## src/rtl/rtc_pint_pkg.sv

```systemverilog
// Shared select encoding for the periodic interrupt generator.
// Assumes the 3-bit select field is decoded directly, bit 2 marking level modes.
package rtc_pint_pkg;

    typedef enum logic [2:0] {
        SEL_OFF   = 3'b000,
        SEL_LOW   = 3'b001,
        SEL_2HZ   = 3'b010,
        SEL_1HZ   = 3'b011,
        SEL_SEC   = 3'b100,
        SEL_MIN   = 3'b101,
        SEL_HOUR  = 3'b110,
        SEL_MONTH = 3'b111
    } pint_sel_e;

    // True for the four latched (level) modes.
    function automatic logic is_level(input pint_sel_e sel);
        return sel[2];
    endfunction

endpackage

```

## src/rtl/rtc_pint_div.sv

```systemverilog
// Sub-second divider: counts tick enables and wraps once per second.
// Assumes TICKS_PER_SEC is a power of two of at least 4, so the top two
// count bits are the 1 Hz and 2 Hz square waves.
module rtc_pint_div #(
    parameter int TICKS_PER_SEC = 32768
) (
    input  logic clk,
    input  logic rst_n,
    input  logic tick_en_i,
    input  logic clear_i,
    output logic wrap_o,
    output logic wave_1hz_o,
    output logic wave_2hz_o
);

    localparam int DIV_W = $clog2(TICKS_PER_SEC);
    localparam logic [DIV_W-1:0] LAST = DIV_W'(TICKS_PER_SEC - 1);

    logic [DIV_W-1:0] cnt_q;

    // A tick on the last count closes the second, unless a write restarts it.
    assign wrap_o = tick_en_i && (cnt_q == LAST) && !clear_i;

    // Count ticks; a seconds write forces the count back to zero.
    always_ff @(posedge clk) begin
        if (!rst_n) begin
            cnt_q <= '0;
        end else if (clear_i) begin
            cnt_q <= '0;
        end else if (tick_en_i) begin
            cnt_q <= (cnt_q == LAST) ? '0 : cnt_q + 1'b1;
        end
    end

    assign wave_1hz_o = cnt_q[DIV_W-1];
    assign wave_2hz_o = cnt_q[DIV_W-2];

endmodule

```

## src/rtl/rtc_pint_incdly.sv

```systemverilog
// Seconds-increment delay: emits a one-cycle strobe INC_DELAY edges after
// the divider wraps. Assumes INC_DELAY >= 1 and shorter than one second.
module rtc_pint_incdly #(
    parameter int INC_DELAY = 23000
) (
    input  logic clk,
    input  logic rst_n,
    input  logic start_i,
    input  logic cancel_i,
    output logic strobe_o
);

    localparam int DLY_W = (INC_DELAY < 2) ? 1 : $clog2(INC_DELAY);
    localparam logic [DLY_W-1:0] LOAD = DLY_W'(INC_DELAY - 1);

    logic             pend_q;
    logic [DLY_W-1:0] dly_q;
    logic             strobe_q;

    // Run the delay after each wrap; a seconds write drops it.
    always_ff @(posedge clk) begin
        if (!rst_n) begin
            pend_q   <= 1'b0;
            dly_q    <= '0;
            strobe_q <= 1'b0;
        end else if (cancel_i) begin
            pend_q   <= 1'b0;
            dly_q    <= '0;
            strobe_q <= 1'b0;
        end else begin
            strobe_q <= pend_q && (dly_q == '0);
            if (start_i) begin
                pend_q <= 1'b1;
                dly_q  <= LOAD;
            end else if (pend_q) begin
                if (dly_q == '0) begin
                    pend_q <= 1'b0;
                end else begin
                    dly_q <= dly_q - 1'b1;
                end
            end
        end
    end

    assign strobe_o = strobe_q;

endmodule

```

## src/rtl/rtc_pint_level.sv

```systemverilog
// Level-mode interrupt latch: qualifies each seconds increment with the
// calendar rollover selected by the mode and holds the flag until cleared.
// Assumes rollover inputs are valid in the cycle the increment strobe is high.
module rtc_pint_level
    import rtc_pint_pkg::*;
(
    input  logic      clk,
    input  logic      rst_n,
    input  pint_sel_e sel_i,
    input  logic      sel_chg_i,
    input  logic      sec_inc_i,
    input  logic      min_roll_i,
    input  logic      hour_roll_i,
    input  logic      month_roll_i,
    input  logic      clr_i,
    output logic      flag_o
);

    logic boundary_hit;
    logic set_evt;
    logic flag_q;

    // Pick the boundary that the current level mode waits for.
    always_comb begin
        case (sel_i)
            SEL_SEC:   boundary_hit = 1'b1;
            SEL_MIN:   boundary_hit = min_roll_i;
            SEL_HOUR:  boundary_hit = hour_roll_i;
            SEL_MONTH: boundary_hit = month_roll_i;
            default:   boundary_hit = 1'b0;
        endcase
    end

    assign set_evt = sec_inc_i && boundary_hit && is_level(sel_i);

    // Latch the flag; a mode change clears first, a new event beats a host clear.
    always_ff @(posedge clk) begin
        if (!rst_n) begin
            flag_q <= 1'b0;
        end else if (sel_chg_i) begin
            flag_q <= 1'b0;
        end else if (set_evt) begin
            flag_q <= 1'b1;
        end else if (clr_i) begin
            flag_q <= 1'b0;
        end
    end

    assign flag_o = flag_q;

endmodule

```

## src/rtl/rtc_pint_gen.sv

```systemverilog
// Periodic interrupt generator top: registers the select field, runs the
// divider and increment delay, and muxes the interrupt output per mode.
// Assumes all inputs are synchronous to clk.
module rtc_pint_gen
    import rtc_pint_pkg::*;
#(
    parameter int TICKS_PER_SEC = 32768,
    parameter int INC_DELAY     = 23000
) (
    input  logic       clk,
    input  logic       rst_n,
    input  logic [2:0] sel_i,
    input  logic       tick_en_i,
    input  logic       sec_wr_i,
    input  logic       min_roll_i,
    input  logic       hour_roll_i,
    input  logic       month_roll_i,
    input  logic       flag_clr_i,
    output logic       int_n_o,
    output logic       flag_o,
    output logic       sec_inc_o
);

    pint_sel_e sel_q;
    logic      sel_chg;
    logic      wrap;
    logic      wave_1hz;
    logic      wave_2hz;
    logic      sec_inc;
    logic      lvl_flag;
    logic      irq_act;

    // Adopt the select field one edge after it is driven.
    always_ff @(posedge clk) begin
        if (!rst_n) begin
            sel_q <= SEL_OFF;
        end else begin
            sel_q <= pint_sel_e'(sel_i);
        end
    end

    assign sel_chg = (pint_sel_e'(sel_i) != sel_q);

    rtc_pint_div #(
        .TICKS_PER_SEC(TICKS_PER_SEC)
    ) u_div (
        .clk       (clk),
        .rst_n     (rst_n),
        .tick_en_i (tick_en_i),
        .clear_i   (sec_wr_i),
        .wrap_o    (wrap),
        .wave_1hz_o(wave_1hz),
        .wave_2hz_o(wave_2hz)
    );

    rtc_pint_incdly #(
        .INC_DELAY(INC_DELAY)
    ) u_incdly (
        .clk     (clk),
        .rst_n   (rst_n),
        .start_i (wrap),
        .cancel_i(sec_wr_i),
        .strobe_o(sec_inc)
    );

    rtc_pint_level u_level (
        .clk         (clk),
        .rst_n       (rst_n),
        .sel_i       (sel_q),
        .sel_chg_i   (sel_chg),
        .sec_inc_i   (sec_inc),
        .min_roll_i  (min_roll_i),
        .hour_roll_i (hour_roll_i),
        .month_roll_i(month_roll_i),
        .clr_i       (flag_clr_i),
        .flag_o      (lvl_flag)
    );

    // Choose the active interrupt state for the adopted mode.
    always_comb begin
        case (sel_q)
            SEL_OFF: irq_act = 1'b0;
            SEL_LOW: irq_act = 1'b1;
            SEL_2HZ: irq_act = !wave_2hz;
            SEL_1HZ: irq_act = !wave_1hz;
            default: irq_act = lvl_flag;
        endcase
    end

    assign int_n_o   = !irq_act;
    assign flag_o    = irq_act;
    assign sec_inc_o = sec_inc;

endmodule

```

## config.mk

```make
export PLATFORM = sky130hd
export DESIGN_NAME = rtc_pint_gen
export DESIGN_NICKNAME = d
export VERILOG_FILES = /design/src/rtl/rtc_pint_pkg.sv /design/src/rtl/rtc_pint_div.sv /design/src/rtl/rtc_pint_incdly.sv /design/src/rtl/rtc_pint_level.sv /design/src/rtl/rtc_pint_gen.sv
export SDC_FILE = /design/constraint.sdc
export NUM_CORES = 1
export LEC_CHECK = 0
export BUFFER_PORTS_ARGS = -buffer_cell sky130_fd_sc_hd__buf_2
export CAP_MARGIN = 20
export CORE_MARGIN = 2
export CORE_UTILIZATION = 40
export DETAILED_ROUTE_END_ITERATION = 12
export PLACE_DENSITY = 0.67
export SYNTH_ARGS = -nofsm -noshare
export SYNTH_HDL_FRONTEND = slang
export SYNTH_SLANG_ARGS = --single-unit
```

## constraint.sdc

```tcl
create_clock -name clk -period 2.8 [get_ports clk]
set_input_delay 0.56 -clock clk [delete_from_list [all_inputs] [get_ports clk]]
set_output_delay 0.56 -clock clk [all_outputs]
set_load 0.03 [all_outputs]
```

Word level (Yosys, flattened, before mapping)

Index checks and enable logic that the tools add are counted.
W data, S select, Z words.

Register bits after elaboration: 36
Input bits: 11
Output and inout bits: 3
Word-level logic and storage cells: 50

Add/sub/neg operators: 2
Eq/ne operators: 10
Multiplexer cells: 11
Bitwise logic cells: 2
Reduce and logical (&&, ||, !) cells: 18

Operators by type and width:

| kind                    | number |
|---|---|
| $mux W15                | 4 |
| $add A15 B1 Y15 const B | 1 |
| $eq A15 B15 Y1 const B  | 1 |
| $logic_not A15 Y1       | 1 |
| $sub A15 B1 Y15 const B | 1 |
| $eq A3 B3 Y1 const B    | 4 |
| $pmux W1 S4             | 2 |
| $eq A3 B2 Y1 const B    | 2 |
| $logic_and A1 B1 Y1     | 5 |
| $mux W1                 | 5 |
| $logic_not A1 Y1        | 4 |
| $reduce_and A2 Y1       | 2 |
| $reduce_bool A2 Y1      | 2 |
| $reduce_or A2 Y1        | 2 |
| $eq A3 B1 Y1 const B    | 1 |
| $logic_not A3 Y1        | 1 |
| $ne A3 B3 Y1            | 1 |
| $reduce_or A3 Y1        | 1 |
| $ne A2 B2 Y1 const B    | 1 |
| $not A1 Y1              | 2 |

Depth between registers and ports, before layout

Word-level depth: 5
Depth in mapped cells: 7
Gate-level depth less buffers: 6

Modules after synthesis

Synthesis repeated with hierarchy kept, for this count alone.

Cell total of the unflattened synthesis: 210
Area total of the unflattened synthesis: 1886.8 um^2

By module, submodules not included:

| module          | times used | cells an instance | area each (um^2) | sequential area each (um^2) |
|---|---|---|---|---|
| rtc_pint_incdly | 1          | 106               | 924.6            | 340.3 |
| rtc_pint_div    | 1          | 81                | 743.2            | 300.3 |
| rtc_pint_gen    | 1          | 15                | 148.9            | 60.1 |
| rtc_pint_level  | 1          | 8                 | 70.1             | 20.0 |

Worst setup path after synthesis

Ideal clock, no wire load.

Kind: register -> output
Start point: register sel_q[1]
End point: output int_n_o
Arrival time: 1697 ps
Required time: 2240 ps
Slack: 543 ps
Cell stages (with the launch flop): 5
Path buffers: 0
Cell sequence: dfxtp_1 -> nor3b_1 -> a21oi_1 -> o21ai_0 -> inv_1

Word-level cells in the longest chain between the ends: 3
Elaborated cells between the ends (all ways): 6
Classes of those cells: eq/ne: 3; mux: 1; reduce/logical: 2

RTL lines:

| item                                       | line               | text |
|---|---|---|
| start: declaration                         | rtc_pint_gen.sv:24 | `pint_sel_e sel_q;` |
| start signal: assignment                   | rtc_pint_gen.sv:38 | `sel_q <= pint_sel_e'(sel_i);` |
| $eq A3 B2 Y1, or another cell as far along | rtc_pint_gen.sv:81 | `case (sel_q)` |
| $pmux W1 S4 (*)                            | rtc_pint_gen.sv:81 |  |
| via flag_o                                 | rtc_pint_gen.sv:20 | `output logic flag_o,` |
| $logic_not A1 Y1 (*)                       | rtc_pint_gen.sv:90 | `assign int_n_o = !irq_act;` |
| end: declaration                           | rtc_pint_gen.sv:19 | `output logic int_n_o,` |

The timed path passes the listed nets; every way through them passes the cells marked *.

Final worst setup path

Start point: register u_div.cnt_q[4]
End point: register u_div.cnt_q[6]

Word-level cells in the longest chain between the ends: 2
Elaborated cells between the ends (all ways): 3
Classes of those cells: add/sub: 1; eq/ne: 1; mux: 1

RTL lines:

| item                                                     | line               | text |
|---|---|---|
| start: declaration                                       | rtc_pint_div.sv:19 | `logic [DIV_W-1:0] cnt_q;` |
| start signal: assignment                                 | rtc_pint_div.sv:31 | `cnt_q <= (cnt_q == LAST) ? '0 : cnt_q + 1'b1;` |
| $add A15 B1 Y15 / $eq A15 B15 Y1 (equally long branches) | rtc_pint_div.sv:31 |  |
| $mux W15 (*)                                             | rtc_pint_div.sv:31 |  |

Mark *: on every way between the ends. The rest lies on a longest branch, timed or not.
A chain may end at the register's enable or synchronous reset.

==> results.sh <==
export IMPL_cp_data_arrival_time_ps=2320
export IMPL_rr_startpoint="u_div.cnt_q[4]"
export IMPL_status="complete, no violations"
export IMPL_rsz0062_at_grt="false"
export IMPL_fillCellCount=385
export IMPL_grt_max_degree=15
export IMPL_max_freq_ghz=0.463
export IMPL_drtPass1Iterations=4
export IMPL_fin_crit_ps=2160
export IMPL_cp_required_ps=2960
export IMPL_die_h_microns=69.6
export IMPL_core_sq_um=4060
export IMPL_p_sw_share_pct=22.7
export IMPL_power_frac_seq_pct=57.2
export IMPL_instances_no_fill=261
export IMPL_synth_top_area_share_pct=41.9
export IMPL_rr_worst_depth=5
export IMPL_cts_tree="yes"
export IMPL_grt_usage_pct=15.1
export IMPL_vias_per_cell=5.64
export IMPL_num_rows=23
export IMPL_tns_ps=0
export IMPL_hp_start="u_incdly.dly_q[14]"
export IMPL_cts_root_buf="clkbuf_8"
export IMPL_peakVddDrop_uv=167
export IMPL_endpoint_kind="flop"
export IMPL_setup_viol=0
export IMPL_dp_cells=254
export IMPL_setup_ws_ps=641
export IMPL_syn_area_sq_um=1720
export IMPL_die_w_microns=69.6
export IMPL_grt_pass1_vias=1308
export IMPL_cts_buffers=5
export IMPL_syn_avg_cell_area_sq_um=8.78
export IMPL_ys_top_cells_by_count="dfxtp_1 (36), nor2_1 (16), a21oi_1 (14), xnor2_1 (11), nand2_1 (9)"
export IMPL_synth_top_area_cell="dfxtp_1"
export IMPL_nets=224
export IMPL_drtIter0Drc=56
export IMPL_synth_async_reset_ratio_pct=0
export IMPL_yosysMostFrequentCell="dfxtp_1"
export IMPL_antenna_cells=0
export IMPL_power_switching_uw=206
export IMPL_yosysWarnings=0
export IMPL_syn_instance_count=196
export IMPL_io_pins=14
export IMPL_synthTopCellsByArea="dfxtp_1 (42%), xnor2_1 (5.6%), a21oi_1 (4.1%)"
export IMPL_dp_hpwl_mm=2.38
export IMPL_dp_worst_setup_slack_ps=628
export IMPL_fin_crit_sh_pct=77.1
export IMPL_hold_buffers=0
export IMPL_start_util_pct=42.4
export IMPL_multi_input_area_sq_um=942
export IMPL_max_slew_margin_rel_pct=64.5
export IMPL_routed_wl_mm=3.40
export IMPL_yosysSeqAreaShare_pct=41.9
export IMPL_fin_skew_ps=3.62
export IMPL_antenna_left=0
export IMPL_num_vias=1471
export IMPL_utilization_pct=47.2
export IMPL_clock_latency_ps=280
export IMPL_synthDistinctLibCells=39
export IMPL_report_final_slew_viol_count=0
export IMPL_critPathLaunchType="flop"
export IMPL_overflow=0
export IMPL_cts_resized=0
export IMPL_finalHoldViolCount=0
export IMPL_drv_cap=0
export IMPL_p_per_area_nw_per_um2=474
export IMPL_drc_errors=0
export IMPL_syn_nets=209
export IMPL_cts_buffer_depth=2
export IMPL_grt_antenna_before_repair=0
export IMPL_io_buffers=13
export IMPL_min_path_type="flop to flop"
export IMPL_power_frac_comb_pct=4.6
export IMPL_cts_num_sinks=36
export IMPL_post_drt_wl_per_cell_microns=13.0
export IMPL_synthToLayoutAreaGrowth_pct=11.3
export IMPL_fp_dieArea_sq_um=4840
export IMPL_p_leak_nw=0.640
export IMPL_place_gp_congestion=0.748
export IMPL_synth_edf_count=0
export IMPL_drive_gt1_share_pct=14.2
export IMPL_path_class="flop to flop"
export IMPL_clkSlewWorstSetupHoldPaths_ps=70
export IMPL_whs_path_depth=2
export IMPL_tightest_slew_ps=529
export IMPL_worst_r2r_setup_slack_ps=640
export IMPL_postCtsSetupRepairBufs=0
export IMPL_r2r_end="u_div.cnt_q[6]"
export IMPL_grt_pass1_wl_mm=5.89
export IMPL_worstPathMaxFanout=14
export IMPL_min_to="u_incdly.dly_q[14]"
export IMPL_yosys_register_bits=36
export IMPL_p_int_uw=702
export IMPL_clock_power_share_pct=38.2
export IMPL_htreeDepth=2
export IMPL_register_area_sq_um=721
export IMPL_yosys_most_used_dff="dfxtp_1"
per-layer routing:
metal / up-vias / routed length (microns) / part of all wire, % / track usage (%)
met5: - / 0 / 0 / 0
met4: 0 / 58 / 1.7 / 5.88
met3: 7 / 162 / 4.8 / 4.51
met2: 23 / 1490 / 44 / 23.8
met1: 688 / 1690 / 50 / 19.3
li1: 753 / - / - / -
power by group through the flow:
stage / combinational [mW] / sequential (mW) / clock (mW)
finish: 0.0415 / 0.519 / 0.347
global route: 0.0467 / 0.519 / 0.387
global placement: 0.0415 / 0.531 / 0
floorplan: 0.0271 / 0.530 / 0
CTS: 0.0419 / 0.519 / 0.363
detailed placement: 0.0419 / 0.531 / 0
through the flow:
| step | area (sq um) | power, mW | hold WS, ps |
|---|---|---|---|
| 2_1_floorplan | 1720 | 0.557 | 446 |
| 3_3_place_gp | 1840 | 0.572 | 457 |
| 3_5_place_dp | 1840 | 0.573 | 467 |
| 4_1_cts | 1920 | 0.923 | 476 |
| 5_1_grt | 1920 | 0.953 | 485 |
| 6_report | 1920 | 0.908 | 480 |
cells by family (layout without fill, tap and decap cells):
kind of cell / Yosys count / after routing / share of synthesized area [%]
compound gates: 35 / 35 / 13.5
fa+ha+maj: 2 / 2 / 1.45
mux: 3 / 3 / 1.74
buf+inv: 15 / 30 / 3.42
xor+xnor: 15 / 15 / 7.63
flops: 36 / 36 / 41.9
simple gates: 90 / 90 / 30.4
layout make-up:
type / count / area share, %
Timing Repair Buffer: 16 / 4.57
Inverter: 7 / 1.37
Sequential cell: 36 / 37.6
Multi-Input combinational cell: 145 / 49.2
Clock inverter: 1 / 0.261
Clock buffer: 6 / 3.79
Tap cell: 50 / 3.26
worst max-delay path, cell delays in order, from the launching register on:
cell	delay [ps]
dfxtp_1	400
nand4_1	330
or4_1	610
buf_4	200
nand2_1	390
nor2_1	100
sequential cells by signal, indices dropped and copies added, names as in the netlist:
register / flops
u_incdly.strobe_o: 1
u_incdly.dly_q: 15
u_incdly.pend_q: 1
u_div.cnt_q: 15
sel_q: 3
u_level.flag_o: 1
worst max path at each step:
stage,startpoint,end,slack (ps)
global route,u_div.cnt_q[4],u_div.cnt_q[6],440
floorplan,sel_q[1],int_n_o,540
finish,u_div.cnt_q[4],u_div.cnt_q[6],640
CTS,u_div.cnt_q[3],u_div.cnt_q[2],620
detailed placement,u_div.cnt_q[3],u_div.cnt_q[2],630
global placement,u_div.cnt_q[3],u_div.cnt_q[4],670
cell usage in the layout, fill, tap and decap left out, types with 4 or more instances in the layout:
| master | n |
|---|---|
| xnor2_1 | 11 |
| or3_1 | 6 |
| nand4_1 | 6 |
| inv_1 | 7 |
| or4_1 | 7 |
| nor4_1 | 8 |
| xor2_1 | 4 |
| buf_2 | 13 |
| a21oi_1 | 14 |
| nand3_1 | 8 |
| nand2_1 | 9 |
| a31oi_1 | 6 |
| dfxtp_1 | 36 |
| nand2b_1 | 5 |
| o21ai_0 | 5 |
| nor3_1 | 5 |
| o31ai_1 | 4 |
| nor2_1 | 16 |
| clkbuf_8 | 5 |
(Power assumes the default switching activity.)
